==> src/rtl/irqc_pkg.sv <==
package irqc_pkg;
  localparam int NUM_SRC   = 5;
  localparam int NUM_EXT   = 2;
  localparam int NUM_FLAG  = 2 * NUM_EXT;
  localparam int IDX_W     = $clog2(NUM_SRC);
  localparam int VEC_W     = 16;
  localparam int CYC_LEN   = 12;
  localparam int SAMPLE_PH = 9;
  localparam int VEC_BASE  = 3;
  localparam int VEC_STEP  = 8;
  localparam int GLOBAL_BIT = 7;

  typedef enum logic [1:0] {
    REG_MASK  = 2'd0,
    REG_LEVEL = 2'd1,
    REG_TRIG  = 2'd2,
    REG_FLAGS = 2'd3
  } cfgReg_e;

  typedef struct packed {
    logic                sample;
    logic                clrSnap;
    logic [NUM_FLAG-1:0] clrFlag;
  } ctrlStrobe_t;
endpackage

==> src/rtl/irqc_datapath.sv <==
module irqc_datapath
  import irqc_pkg::*;
(
  input  logic                clk,
  input  logic                rstN,
  input  logic                cfgWe,
  input  logic [1:0]          cfgAddr,
  input  logic [7:0]          cfgWdata,
  input  logic [NUM_EXT-1:0]  extPinN,
  input  logic [NUM_EXT-1:0]  tmrOvf,
  input  logic                serialReq,
  input  ctrlStrobe_t         strobe,
  output logic                winValid,
  output logic [IDX_W-1:0]    winIdx,
  output logic                winHigh
);
  logic [7:0]          maskReg;
  logic [NUM_SRC-1:0]  levelReg;
  logic [NUM_EXT-1:0]  trigReg;
  logic [NUM_FLAG-1:0] flags;
  logic [NUM_FLAG-1:0] hwSet;
  logic [NUM_SRC-1:0]  reqVec;
  logic [NUM_SRC-1:0]  snapReq;
  logic [NUM_SRC-1:0]  snapLevel;
  logic [NUM_EXT-1:0]  syncA, syncB, syncPrev, fallSeen;

  always_ff @(posedge clk or negedge rstN) begin
    if (!rstN) begin
      maskReg  <= '0;
      levelReg <= '0;
      trigReg  <= '0;
    end else if (cfgWe) begin
      case (cfgReg_e'(cfgAddr))
        REG_MASK:  maskReg  <= cfgWdata;
        REG_LEVEL: levelReg <= cfgWdata[NUM_SRC-1:0];
        REG_TRIG:  trigReg  <= cfgWdata[NUM_EXT-1:0];
        default: ;
      endcase
    end
  end

  for (genvar g = 0; g < NUM_EXT; g++) begin : gExt
    always_ff @(posedge clk or negedge rstN) begin
      if (!rstN) begin
        syncA[g]    <= 1'b1;
        syncB[g]    <= 1'b1;
        syncPrev[g] <= 1'b1;
      end else begin
        syncA[g]    <= extPinN[g];
        syncB[g]    <= syncA[g];
        syncPrev[g] <= syncB[g];
      end
    end
    assign fallSeen[g]    = syncPrev[g] & ~syncB[g];
    assign hwSet[2*g]     = trigReg[g] & fallSeen[g];
    assign hwSet[2*g+1]   = tmrOvf[g];
    assign reqVec[2*g]    = flags[2*g] | (~trigReg[g] & ~syncB[g]);
    assign reqVec[2*g+1]  = flags[2*g+1];

    assert_edge_latch_R7: assert property (@(posedge clk) disable iff (!rstN)
      (trigReg[g] && fallSeen[g]) |=> flags[2*g]);
    assert_timer_latch_R8: assert property (@(posedge clk) disable iff (!rstN)
      tmrOvf[g] |=> flags[2*g+1]);
  end
  assign reqVec[NUM_SRC-1] = serialReq;

  always_ff @(posedge clk or negedge rstN) begin
    if (!rstN) begin
      flags <= '0;
    end else begin
      if (cfgWe && cfgReg_e'(cfgAddr) == REG_FLAGS)
        flags <= cfgWdata[NUM_FLAG-1:0] | hwSet;
      else
        flags <= (flags & ~strobe.clrFlag) | hwSet;
    end
  end

  always_ff @(posedge clk or negedge rstN) begin
    if (!rstN) begin
      snapReq   <= '0;
      snapLevel <= '0;
    end else if (strobe.clrSnap) begin
      snapReq   <= '0;
    end else if (strobe.sample) begin
      snapReq   <= reqVec & maskReg[NUM_SRC-1:0] & {NUM_SRC{maskReg[GLOBAL_BIT]}};
      snapLevel <= levelReg;
    end
  end

  function automatic logic [IDX_W-1:0] firstSet(input logic [NUM_SRC-1:0] v);
    logic [IDX_W-1:0] r;
    r = '0;
    for (int i = NUM_SRC - 1; i >= 0; i--)
      if (v[i]) r = IDX_W'(i);
    return r;
  endfunction

  logic [NUM_SRC-1:0] hiSet, loSet;
  always_comb begin
    hiSet    = snapReq & snapLevel;
    loSet    = snapReq & ~snapLevel;
    winValid = |snapReq;
    winHigh  = |hiSet;
    winIdx   = (|hiSet) ? firstSet(hiSet) : firstSet(loSet);
  end

  assert_snap_hold_R12: assert property (@(posedge clk) disable iff (!rstN)
    (!strobe.sample && !strobe.clrSnap) |=> $stable(snapReq));
  assert_no_global_R2: assert property (@(posedge clk) disable iff (!rstN)
    (strobe.sample && !strobe.clrSnap && !maskReg[GLOBAL_BIT]) |=> !winValid);
endmodule

==> src/rtl/irqc_control.sv <==
module irqc_control
  import irqc_pkg::*;
(
  input  logic             clk,
  input  logic             rstN,
  input  logic             instrBoundary,
  input  logic             blockInstr,
  input  logic             callAck,
  input  logic             retPulse,
  input  logic             winValid,
  input  logic [IDX_W-1:0] winIdx,
  input  logic             winHigh,
  output ctrlStrobe_t      strobe,
  output logic             callReq,
  output logic [VEC_W-1:0] callVector,
  output logic             callLevel
);
  localparam int PH_W = $clog2(CYC_LEN);

  logic [PH_W-1:0]  phase;
  logic [IDX_W-1:0] callIdx;
  logic             inSvcHigh, inSvcLow;
  logic             levelBlocked, startCall, ackNow;

  always_ff @(posedge clk or negedge rstN) begin
    if (!rstN) phase <= '0;
    else if (phase == PH_W'(CYC_LEN - 1)) phase <= '0;
    else phase <= phase + 1'b1;
  end

  assign levelBlocked = inSvcHigh | (inSvcLow & ~winHigh);
  assign startCall    = !callReq && instrBoundary && !blockInstr && winValid && !levelBlocked;
  assign ackNow       = callReq && callAck;

  always_comb begin
    strobe.sample  = (phase == PH_W'(SAMPLE_PH));
    strobe.clrSnap = ackNow;
    strobe.clrFlag = '0;
    if (ackNow && callIdx < IDX_W'(NUM_FLAG))
      strobe.clrFlag[callIdx[$clog2(NUM_FLAG)-1:0]] = 1'b1;
  end

  always_ff @(posedge clk or negedge rstN) begin
    if (!rstN) begin
      callReq   <= 1'b0;
      callIdx   <= '0;
      callLevel <= 1'b0;
    end else if (ackNow) begin
      callReq   <= 1'b0;
    end else if (startCall) begin
      callReq   <= 1'b1;
      callIdx   <= winIdx;
      callLevel <= winHigh;
    end
  end

  always_ff @(posedge clk or negedge rstN) begin
    if (!rstN) begin
      inSvcHigh <= 1'b0;
      inSvcLow  <= 1'b0;
    end else if (ackNow) begin
      if (callLevel) inSvcHigh <= 1'b1;
      else           inSvcLow  <= 1'b1;
    end else if (retPulse) begin
      if (inSvcHigh) inSvcHigh <= 1'b0;
      else           inSvcLow  <= 1'b0;
    end
  end

  assign callVector = callReq ? (VEC_W'(VEC_BASE) + VEC_W'(callIdx) * VEC_W'(VEC_STEP)) : '0;

  assert_hold_until_ack_R14: assert property (@(posedge clk) disable iff (!rstN)
    (callReq && !callAck) |=> (callReq && $stable(callVector)));
  assert_start_at_boundary_R12: assert property (@(posedge clk) disable iff (!rstN)
    $rose(callReq) |-> ($past(instrBoundary) && !$past(blockInstr)));
  assert_high_ack_marks_R10: assert property (@(posedge clk) disable iff (!rstN)
    (callReq && callAck && callLevel) |=> inSvcHigh);
  assert_return_high_first_R11: assert property (@(posedge clk) disable iff (!rstN)
    (retPulse && !ackNow && inSvcHigh) |=> (!inSvcHigh && inSvcLow == $past(inSvcLow)));
  assert_vector_align_R3: assert property (@(posedge clk) disable iff (!rstN)
    callReq |-> (callVector[2:0] == 3'd3));
endmodule

==> src/rtl/prio_irq_ctrl.sv <==
module prio_irq_ctrl
  import irqc_pkg::*;
(
  input  logic        clk,
  input  logic        rstN,
  input  logic        cfgWe,
  input  logic [1:0]  cfgAddr,
  input  logic [7:0]  cfgWdata,
  input  logic [1:0]  extPinN,
  input  logic [1:0]  tmrOvf,
  input  logic        serialReq,
  input  logic        instrBoundary,
  input  logic        blockInstr,
  input  logic        callAck,
  input  logic        retPulse,
  output logic        callReq,
  output logic [15:0] callVector,
  output logic        callLevel
);
  ctrlStrobe_t      strobe;
  logic             winValid, winHigh;
  logic [IDX_W-1:0] winIdx;

  irqc_datapath uDp (
    .clk(clk), .rstN(rstN), .cfgWe(cfgWe), .cfgAddr(cfgAddr), .cfgWdata(cfgWdata),
    .extPinN(extPinN), .tmrOvf(tmrOvf), .serialReq(serialReq), .strobe(strobe),
    .winValid(winValid), .winIdx(winIdx), .winHigh(winHigh)
  );

  irqc_control uCtl (
    .clk(clk), .rstN(rstN), .instrBoundary(instrBoundary), .blockInstr(blockInstr),
    .callAck(callAck), .retPulse(retPulse), .winValid(winValid), .winIdx(winIdx),
    .winHigh(winHigh), .strobe(strobe), .callReq(callReq), .callVector(callVector),
    .callLevel(callLevel)
  );

  assert_idle_vector_R1: assert property (@(posedge clk) disable iff (!rstN)
    !callReq |-> (callVector == 16'h0000));
endmodule

==> config.mk <==
export PLATFORM = sky130hd
export DESIGN_NAME = prio_irq_ctrl
export DESIGN_NICKNAME = d
export VERILOG_FILES = /design/src/rtl/irqc_pkg.sv /design/src/rtl/irqc_datapath.sv /design/src/rtl/irqc_control.sv /design/src/rtl/prio_irq_ctrl.sv
export SDC_FILE = /design/constraint.sdc
export NUM_CORES = 1
export LEC_CHECK = 0
export CAP_MARGIN = 10
export CORE_MARGIN = 2
export CORE_UTILIZATION = 35
export DETAILED_ROUTE_END_ITERATION = 7
export DONT_BUFFER_PORTS = 1
export MAX_ROUTING_LAYER = met4
export PLACE_DENSITY_LB_ADDON = 0.08
export SLEW_MARGIN = 25
export SYNTH_ARGS = -nofsm -noshare
export SYNTH_HDL_FRONTEND = slang
export SYNTH_SLANG_ARGS = --single-unit
==> constraint.sdc <==
create_clock -name clk -period 4.3 [get_ports clk]
set_input_delay 0.43 -clock clk [delete_from_list [all_inputs] [get_ports clk]]
set_output_delay 0.43 -clock clk [all_outputs]
set_load 0.01 [all_outputs]
Word level (Yosys, flattened, before mapping) --
Index checks and enable logic that the tools add are counted.
Storage, ports and cells: flip-flop bits (word level) 46, bits of input ports 22, word-level logic and storage cells 108, output and inout port bits 18
Operators by class: eq/ne operators 8, magnitude comparators 3, reduce and logical (&&, ||, !) cells 24, $add $sub $neg 2, bitwise operators 25, muxes and demuxes 28
Operators with widths (count):
- $mux W3 | 11
- $and A5 B5 Y5 | 4
- $mux W16 | 1
- $mux W4 | 3
- $reduce_and A2 Y1 | 6
- $mux W1 | 10
- $mux W5 | 2
- $reduce_or A5 Y1 | 2
- $eq A4 B4 Y1 const B | 2
- $logic_and A1 B1 Y1 | 8
- $or A4 B4 Y4 | 2
- $add A2 B6 Y7 const A | 1
- $and A1 B1 Y1 | 7
- $not A1 Y1 | 6
- $reduce_bool A2 Y1 | 3
- $not A5 Y5 | 1
- $add A4 B1 Y4 const B | 1
- $and A4 B4 Y4 | 1
- $eq A2 B2 Y1 const B | 2
- $ne A2 B2 Y1 const B | 2
- $not A4 Y4 | 1
- $logic_not A1 Y1 | 3
- $lt A2 B3 Y1 const B | 1
- $lt A3 B3 Y1 const B | 1
- 7 further kinds | 9

Depth between registers and ports, before layout --
Gate-level depths: netlist of run 1.
word-level depth 9, depth in mapped cells 6, gate-level depth less buffers 5

Modules after synthesis --
From an unflattened synthesis of run 1, not the netlist that was laid out.
Second synthesis, totals: cell total of the unflattened synthesis 174, area, all modules 2107.0 um^2
Modules (own cells, without submodules):
- irqc_datapath | area an instance 1445.1 um^2, seq. area each 833.3 um^2, times used 1, cells each 112
- irqc_control | area an instance 661.9 um^2, seq. area each 275.3 um^2, times used 1, cells each 62

Least setup slack after synthesis of run 1 --
OpenSTA, ideal clock, no wires.
path type reg-to-reg, start register uDp.snapReq[2], end register uCtl.callIdx[2], buffers on the path 0, slack 2.674 ns, setup time 0.125 ns, arrival time 1.501 ns, cell stages (with the launch flop) 5, required time 4.175 ns, period minus slack after synthesis 1.626 ns, cells stage by stage dfrtp_1 > or4_4 > o21ai_2 > a21o_4 > mux2_4
Between the ends: longest elaborated chain between the ends 8, elaborated cells on any way between the ends 18, those cells by class 7 x mux; 5 x bitwise; 6 x reduce/logical
RTL lines:
- start: declaration | RTL line irqc_datapath.sv:23 | logic [NUM_SRC-1:0] snapReq;
- start signal: assignment | RTL line irqc_datapath.sv:85 | snapReq <= reqVec & maskReg[NUM_SRC-1:0] & {NUM_SRC{maskReg[GLOBAL_BIT]}};
- $and A5 B5 Y5 | RTL line irqc_datapath.sv:100 | hiSet = snapReq & snapLevel;
- $reduce_or A5 Y1 | RTL line irqc_datapath.sv:103, irqc_datapath.sv:104
- $not A1 Y1 | RTL line irqc_control.sv:31 | assign levelBlocked = inSvcHigh | (inSvcLow & ~winHigh);
- $and A1 B1 Y1 | RTL line irqc_control.sv:31
- $or A1 B1 Y1 | RTL line irqc_control.sv:31
- $logic_not A1 Y1 | RTL line irqc_control.sv:32 | assign startCall = !callReq && instrBoundary && !blockInstr && winValid && !levelBlocked;
- $logic_and A1 B1 Y1 | RTL line irqc_control.sv:32
- $reduce_and A2 Y1 (no source line)
- end signal: assignment | RTL line irqc_control.sv:52 | callIdx <= winIdx;
- end: declaration | RTL line irqc_control.sv:21 | logic [IDX_W-1:0] callIdx;
Parallel ways exist; a longest one is shown, timed or not. A chain may end at the register's enable or synchronous reset.

Final worst setup path of run 1 --
start register uCtl.callReq, end register uDp.snapReq[1]
Between the ends: longest elaborated chain between the ends 2, elaborated cells on any way between the ends 3, those cells by class 1 x mux; 2 x reduce/logical
RTL lines:
- start: declaration | RTL line irqc_control.sv:14 | output logic callReq,
- start signal: assignment | RTL line irqc_control.sv:45 | callReq <= 1'b0;
- start signal: assignment | RTL line irqc_control.sv:49 | callReq <= 1'b0;
- start signal: assignment | RTL line irqc_control.sv:51 | callReq <= 1'b1;
- $logic_and A1 B1 Y1 (*) | RTL line irqc_control.sv:33 | assign ackNow = callReq && callAck;
- $mux W5 or $reduce_bool A2 Y1 (tied branches)
Every way passes the cells marked *; elsewhere a longest branch is shown, timed or not.

==> impl_metrics.ini, run 1 <==
[clocking]
clk_path_buf_depth = 2
cts.repair.resized = 0
clkLatencyLatePin_ns = 0.28
cts_tree = done
cts.clk_slew.worst_paths_ns = 0.08
cts_max_level = 2
cts_buffers = 5
cts_root_buf = clkbuf_8
cts_sinks = 44

[hold_path]
hp-class = input pin to flop
whs_path_depth = 0
min_from = extPinN[0]
holdPathEnd = uDp.syncA[0]

[yosys]
yosys_warnings = 0
synthTopCellsByArea = dfrtp_1, mux2_2, dfstp_2
syn_inst = 166
synth_top_area_share_pct = 47.2
yosys.area.top_type = dfrtp_1
ys_ff_latch = 44
ys_types = 38
netlist_area_um2 = 2010
seq_area_frac_synth_pct = 55.1
syn_avg_cell_area_um2 = 12.1

[grt]
grt_use_total_pct = 13.4
grt-ovfl-total = 0
grt_pass1_wl_mm = 6.24
grt_pass1_vias = 1278
grt_start_max_net_pins = 45
antenna_found_initial = 0

[sta]
finalSetupTns_ns = 0
slew_headroom_pct = 54.7
holdWs_ns = 0.137
worst_pin_slew_ns = 0.673
fmax_mhz = 540
period_share_pct = 43.0
finalSetupViolCount = 0
rsz0062_at_grt = false
skew_ns = 0.00394
finalHoldViolCount = 0
maxSlewViolCount = 0
finalCriticalPeriod_ns = 1.85

[final_layout]
final_common_cell = dfrtp_1
fillCellCount = 550
drive_above_1_share_pct = 22.2
most-common-layout-cells = dfrtp_1, mux2_2, o21ai_0, nand2_1, conb_1
antennaDiodeCount = 0
fin_nets = 194
area_delta_synth_final_pct = 7.40

[critical_path]
rr_worst_depth = 4
cp.required_ns = 4.48
cp_max_fo = 10
endpoint_kind = flop
r2r-end = uDp.snapReq[1]
crit_path_cell_trace = nand2_1 -> and3_1 -> and2_1 -> a32o_1
path_delay_family = simple AND/OR/NAND/NOR gates
cpMaxStageDelayCell = dfrtp_1
r2r_setup_slack_ns = 2.45
criticalPathCategory = flop to flop
cpPeakStageDelay_ns = 0.64
startpoint_type = flop
worstPathArrival_ns = 2.03
cp_num_buf_inv = 0
reg2reg_from = uCtl.callReq

[pwr]
leakagePower_uw = 0.000901
power.density_nw_per_um2 = 505
ir_drop_uv = 236

[floorplan]
die_area_um2 = 6370
fp-row-count = 27
core_um2 = 5540
die_x_um = 79.8
die_h_um = 79.8
initial_utilization_pct = 36.3
ioPinCount = 40

[routing]
route.detailed.drc = 0
drtIter0Drc = 53
totalWireLength_mm = 3.85
avgViaCountPerCell = 5.10
wl_per_cell_um = 15.8
vias = 1240
ant_nets = 0
drtPass1Iterations = 4

[place]
dp_hpwl_mm = 2.90
gp_congestion = 0.747
io_buffers = 0

[run_status]
outcome = finished, final reports clean

[flow_run]
drv_cap = 0
==> layer usage <==
| metal | GRT usage, % | vias to the layer above | share of wire (%) |
|---|---|---|---|
| li1 | - | 581 | - |
| met1 | 17.2 | 606 | 46 |
| met2 | 20.7 | 47 | 47 |
| met3 | 3.51 | 6 | 5.5 |
| met4 | 4.75 | 0 | 1.3 |
| met5 | - | - | 0 |
==> logic make-up (layout without fill, tap and decap cells) <==
family	Yosys count	after routing	share of synthesized area, %
mux	21	21	11.9
buf+inv	22	17	6.59
fa+ha+maj	2	2	1.24
compound gates	41	41	14.4
xor+xnor	1	1	0.435
flops	44	44	55.1
other cells	1	11	0.186
simple gates	34	34	10.2
==> through the flow <==
stage	util [%]	area, µm²	cells	power, µW	setup slack (ns)
floorplan	-	2050	176	782	2.67
global placement	36.7	2030	233	819	2.50
detailed placement	36.7	2030	233	831	2.45
CTS	39.0	2160	243	1110	2.43
global route	39.0	2160	243	1160	2.29
finish	39.0	2160	243	1090	2.45
==> registers in the layout (all words and copies together), names as in the netlist <==
register and flops:
uDp.maskReg 6, uDp.levelReg 5, uDp.snapLevel 5, uDp.snapReq 5
uCtl.phase 4, uDp.flags 4, uCtl.callIdx 3, uDp.syncA 2
uDp.syncB 2, uDp.syncPrev 2, uDp.trigReg 2, uCtl.callLevel 1
uCtl.callReq 1, uCtl.inSvcHigh 1, uCtl.inSvcLow 1
==> area by class of cell <==
type | instances | area (µm²) | area share, %
multi-input cells | 110 | 810 | 37.4
repair buffers | 2 | 37.5 | 1.74
well taps | 72 | 90.1 | 4.17
clock buffers | 8 | 90.1 | 4.17
flip-flops and latches | 44 | 1110 | 51.3
inverters | 7 | 26.3 | 1.22
==> synth_stat cells, drive strengths merged <==
| master | instances |
|---|---|
| and3 | 2 |
| a21oi | 5 |
| buf | 14 |
| a21o | 1 |
| a41oi | 1 |
| and2 | 3 |
| a21boi | 1 |
| ha | 2 |
| dfstp | 6 |
| a211oi | 1 |
| nand2b | 2 |
| or4 | 1 |
| nor2b | 2 |
| a32o | 7 |
| clkbuf | 1 |
| nand3b | 2 |
| o21bai | 2 |
| conb | 1 |
| dfrtp | 38 |
| and3b | 1 |
| xnor2 | 1 |
| o21ai | 15 |
| a31oi | 2 |
| nor3b | 2 |
| o22ai | 1 |
| nand2 | 11 |
| a22o | 3 |
| inv | 7 |
| mux2 | 20 |
| mux2i | 1 |
| nor4b | 2 |
| nor2 | 4 |
| or2b | 2 |
| a32oi | 1 |
| o41ai | 1 |
==> power by group <==
group | switching (µW) | total (µW) | internal [µW]
logic | 102 | 221 | 120
clock network | 129 | 260 | 131
registers | 106 | 610 | 504
==> timing repair <==
action,4_1_cts,5_1_grt
buffers inserted,0,0
hold buffers,2,0
hold endpoints to repair,44,0
==> worst max-delay path by stage <==
stage	cells past startpoint	start	slack, ns	endpoint
finish	4	uCtl.callReq	2.45	uDp.snapReq[1]
global route	4	uCtl.callReq	2.29	uDp.snapReq[3]
CTS	4	uCtl.callReq	2.43	uDp.snapReq[1]
detailed placement	4	uCtl.callReq	2.45	uDp.snapReq[1]
global placement	4	uCtl.callReq	2.50	uDp.snapReq[3]
floorplan	4	uDp.snapReq[2]	2.67	uCtl.callIdx[2]
==> worst register-to-register path: cells and delay by family (launching register included) <==
family | cells | cell delay (ns)
simple gates | 3 | 0.83
flops | 1 | 0.64
compound gates | 1 | 0.27
No activity file was read; power rests on OpenSTA's default activity.
==> run 2: changes to the inputs <==
Clock period 4.3 ns to 1.52 ns, I/O delays scaled along.
==> impl_metrics.ini, run 2 (same netlist as run 1, synthesis figures left out) <==
[sta]
worst_slack_ns = -0.0875
period_share_pct = 106
finalSetupViolCount = 3
skew_ns = 0.00979
finalCriticalPeriod_ns = 1.61
finalHoldViolCount = 0
rsz0062_at_grt = true
fmax_mhz = 622
maxSlewViolCount = 0

[grt]
grt_use_total_pct = 15.3
grt_start_max_net_pins = 45
grt_pass1_vias = 1433
grt-ovfl-total = 0
grt_pass1_wl_mm = 7.11
antenna_found_initial = 0

[critical_path]
criticalPathCategory = flop to flop
cp.required_ns = 1.71
cp_max_fo = 3
path_delay_family = simple AND/OR/NAND/NOR gates
cp_num_buf_inv = 0
cpPeakStageDelay_ns = 0.55
endpoint_kind = flop
crit_path_cell_trace = or4_4 -> o21ai_4 -> a21o_4 -> mux2_4
startpoint_type = flop
worstPathArrival_ns = 1.80
cpMaxStageDelayCell = or4_4

[final_layout]
top_register = uDp.maskReg
fin_nets = 234
area_delta_synth_final_pct = 28.0
antennaDiodeCount = 0
largest_reg_flops = 6
final_common_cell = dfrtp_1
drive_above_1_share_pct = 33.6
most-common-layout-cells = dfrtp_1, buf_4, mux2_2, dlygate4sd3_1, o21ai_0

[place]
place_ws_ns = -0.0711
io_buffers = 0
dp_hpwl_mm = 3.08
gp_congestion = 0.783

[floorplan]
core_um2 = 5540
initial_utilization_pct = 36.3
die_x_um = 79.8
die_h_um = 79.8
ioPinCount = 40
fp-row-count = 27
die_area_um2 = 6370

[clocking]
cts_root_buf = clkbuf_8
cts_sinks = 44
cts.clk_slew.worst_paths_ns = 0.09
cts_buffers = 5
cts_tree = done
clkLatencyLatePin_ns = 0.30
clk_path_buf_depth = 2
cts_max_level = 2

[pwr]
ir_drop_uv = 676
p_total_uw = 3670
leakagePower_uw = 0.00112
power.density_nw_per_um2 = 1420

[routing]
wl_per_cell_um = 15.7
route.detailed.drc = 0
totalWireLength_mm = 4.45
drtIter0Drc = 84
vias = 1388
avgViaCountPerCell = 4.90
drtPass1Iterations = 4
ant_nets = 0

[run_status]
outcome = finished, violations left
violations = negative setup slack

[hold_path]
hp-class = input pin to flop

[flow_run]
drv_cap = 0
==> run 2: area by class of cell <==
class	count	area, µm²
fill	543	2960
sequential	44	1110
multi-input combinational	110	855
timing repair buffer	42	375
tap	72	90.1
clock buffer	6	82.6
clock inverter	2	38.8
inverter	7	26.3
==> run 2: stage by stage <==
stage | hold slack, ns | cells | utilization [%] | instance area [µm²] | setup TNS [ns]
4_1_cts | 0.00158 | 280 | 45.5 | 2520 | -0.170
3_3_place_gp | -0.142 | 257 | 40.2 | 2230 | -0.0628
3_5_place_dp | -0.142 | 257 | 40.2 | 2230 | -0.168
2_1_floorplan | -0.144 | 176 | - | 2060 | -0.0991
5_1_grt | 0.0285 | 283 | 46.5 | 2580 | -0.354
6_report | 0.0316 | 283 | 46.5 | 2580 | -0.166
==> run 2: final timing paths <==
path,end,cells past startpoint,slack [ns],start
worst max-delay path,uCtl.callIdx[2],4,-0.09,uDp.snapReq[1]
max in group asynchronous,uDp.syncPrev[0],2,0.88,rstN
worst max register to register,uCtl.callIdx[2],4,-0.09,uDp.snapReq[1]
min in group asynchronous,uDp.snapReq[1],2,0.38,rstN
worst min register to register,uDp.syncB[0],0,0.36,uDp.syncA[0]
worst min-delay path,uCtl.inSvcHigh,1,0.03,callAck
==> run 2: report_power, final <==
part	leakage, µW	switching (µW)	internal, µW	total [µW]
Sequential	0.000530	234	1430	1660
Clock	0.0000614	420	538	958
Combinational	0.000528	460	590	1050
Total	0.00112	1110	2560	3670
==> run 2: what timing repair did <==
action | in CTS | in global routing
gates resized for setup | 2 | 8
buffers inserted | 0 | 1
endpoints found under the setup margin | 12 | 10
endpoints found under the hold margin | 63 | 2
pin swaps | 0 | 2
hold buffers | 15 | 2
==> run 2: layer usage <==
layer  wire length (µm)  global-route usage (%)  up-vias
met5                  0                       -        -
met4                 69                    5.42        0
met3                207                    4.07        9
met2               2080                    23.4       40
met1               2100                    19.7      674
li1                   -                       -      665
==> run 3: changes to the inputs <==
--- a/config.mk
+++ b/config.mk
@@ -6,7 +6,9 @@
 export NUM_CORES = 1
 export LEC_CHECK = 0
+export ABC_AREA = 0
 export CAP_MARGIN = 10
 export CORE_MARGIN = 2
 export CORE_UTILIZATION = 35
+export CTS_BUF_LIST = sky130_fd_sc_hd__clkbuf_8 sky130_fd_sc_hd__clkbuf_16
 export DETAILED_ROUTE_END_ITERATION = 7
 export DONT_BUFFER_PORTS = 1
==> constraint.sdc (replaced) <==
create_clock -name clk -period 1.52 [get_ports clk]
set_input_delay 0.076 -clock clk [delete_from_list [all_inputs] [get_ports clk]]
set_output_delay 0.076 -clock clk [all_outputs]
set_load 0.01 [all_outputs]
==> impl_metrics.ini, run 3 (same netlist as run 1, synthesis figures left out) <==
[critical_path]
path_delay_family = simple AND/OR/NAND/NOR gates
cp_num_buf_inv = 0
worstPathArrival_ns = 1.80
r2r_setup_slack_ns = -0.09
rr_worst_depth = 4
endpoint_kind = flop
cpPeakStageDelay_ns = 0.55
crit_path_cell_trace = or4_4 -> o21ai_4 -> a21o_4 -> mux2_4
cpMaxStageDelayCell = or4_4
r2r-end = uCtl.callIdx[2]
reg2reg_from = uDp.snapReq[1]
cp.required_ns = 1.71
cp_max_fo = 4
criticalPathCategory = flop to flop
startpoint_type = flop

[clocking]
cts_setup_buffers = 0
cts_sinks = 44
clkLatencyLatePin_ns = 0.30
clk_path_buf_depth = 2
cts_root_buf = clkbuf_8
cts.clk_slew.worst_paths_ns = 0.09
cts_buffers = 5
cts_tree = done
cts_max_level = 2

[routing]
met1_length_mm = 1.98
route.detailed.drc = 0
ant_nets = 0
drtIter0Drc = 67
wl_per_cell_um = 14.9
vias = 1382
routed-wl-met3_um = 222
avgViaCountPerCell = 4.90
totalWireLength_mm = 4.21
drtPass1Iterations = 5
met2_length_mm = 1.96
top_layer = met4

[flow_run]
drv_cap = 0

[sta]
maxSlewViolCount = 0
period_share_pct = 106
rsz0062_at_grt = true
finalHoldViolCount = 0
finalCriticalPeriod_ns = 1.61
fmax_mhz = 620
worst_pin_slew_ns = 0.575
skew_ns = 0.00813
slew_headroom_pct = 61.5
worst_slack_ns = -0.0928
finalSetupViolCount = 3

[pwr]
sequentialPowerShare_pct = 46.5
p_sw_uw = 1080
swShare_pct = 30.2
ir_drop_uv = 557
p_total_uw = 3560
leakagePower_uw = 0.00110
power.density_nw_per_um2 = 1400
pwr-share-clk_pct = 25.0
power_frac_comb_pct = 28.6
power.internal_uw = 2480

[final_layout]
fin_nets = 233
top_register = uDp.maskReg
most-common-layout-cells = dfrtp_1, buf_4, mux2_2, dlygate4sd3_1
final_cell_area_um2 = 2550
area_delta_synth_final_pct = 26.6
final_common_cell = dfrtp_1
fillCellCount = 524
antennaDiodeCount = 0
largest_reg_flops = 6
drive_above_1_share_pct = 33.8

[floorplan]
ioPinCount = 40
core_um2 = 5540
initial_utilization_pct = 36.3
fp-row-count = 27
die_x_um = 79.8
die_h_um = 79.8
die_area_um2 = 6370

[grt]
grt-ovfl-total = 0
grt_pass1_vias = 1345
grt_pass1_wl_mm = 6.85
grt_use_total_pct = 15.2
grt_start_max_net_pins = 45
antenna_found_initial = 0

[place]
dpl_cell_area_um2 = 2230
dp_hpwl_mm = 3.06
io_buffers = 0
gp_congestion = 0.788

[hold_path]
whs_path_depth = 2
min_from = cfgWe
hp-class = input pin to flop
holdPathEnd = uDp.trigReg[1]

[run_status]
outcome = finished, violations left
violations = negative setup slack
==> run 3: final cells by class <==
class / count / area (µm²) / area share, %
Sequential cell: 44 / 1110 / 43.5
Multi-Input combinational cell: 110 / 845 / 33.1
Tap cell: 72 / 90.1 / 3.53
Inverter: 7 / 26.3 / 1.03
Clock inverter: 3 / 42.5 / 1.67
Timing Repair Buffer: 41 / 368 / 14.4
Clock buffer: 5 / 68.8 / 2.70
==> run 3: what timing repair did <==
action,4_1_cts,5_1_grt
resized for setup,2,9
hold buffers,17,0
setup endpoints to repair,11,15
endpoints found under the hold margin,66,0
pin swaps,0,5
==> run 3: worst max path at each step <==
stage | from | to | slack [ns] | depth (start not counted)
after floorplan | uDp.snapReq[2] | uCtl.callIdx[2] | -0.1 | 4
after global placement | uDp.snapReq[1] | uCtl.callIdx[2] | -0.06 | 4
after detailed placement | uDp.snapReq[1] | uCtl.callIdx[2] | -0.08 | 4
after CTS | uDp.snapReq[1] | uCtl.callIdx[2] | -0.09 | 4
after global routing | uDp.snapReq[1] | uCtl.callIdx[2] | -0.14 | 4
final | uDp.snapReq[1] | uCtl.callIdx[2] | -0.09 | 4
==> run 3: per-stage QoR <==
stage	util (%)	setup slack (ns)	hold WS (ns)	std cells	setup TNS, ns
6_report	46.0	-0.0928	0.0690	282	-0.175
4_1_cts	45.6	-0.0916	0.0615	282	-0.166
3_3_place_gp	40.2	-0.0567	-0.218	257	-0.0753
2_1_floorplan	-	-0.0991	-0.220	176	-0.0991
3_5_place_dp	40.2	-0.0843	-0.218	257	-0.134
5_1_grt	46.0	-0.141	0.0776	282	-0.362
==> run 3: power groups by stage <==
stage / logic [µW] / clock network, µW / registers, µW
after floorplan: 593 / 0 / 1640
after global placement: 913 / 0 / 1670
after detailed placement: 931 / 0 / 1670
after CTS: 1000 / 917 / 1650
after global routing: 1120 / 987 / 1690
final: 1020 / 889 / 1650
==> run 3: per-layer routing <==
layer	vias to the layer above	GRT usage, %
met5	-	-
met4	0	5.08
met3	7	4.30
met2	43	22.4
met1	668	20.2
li1	664	-
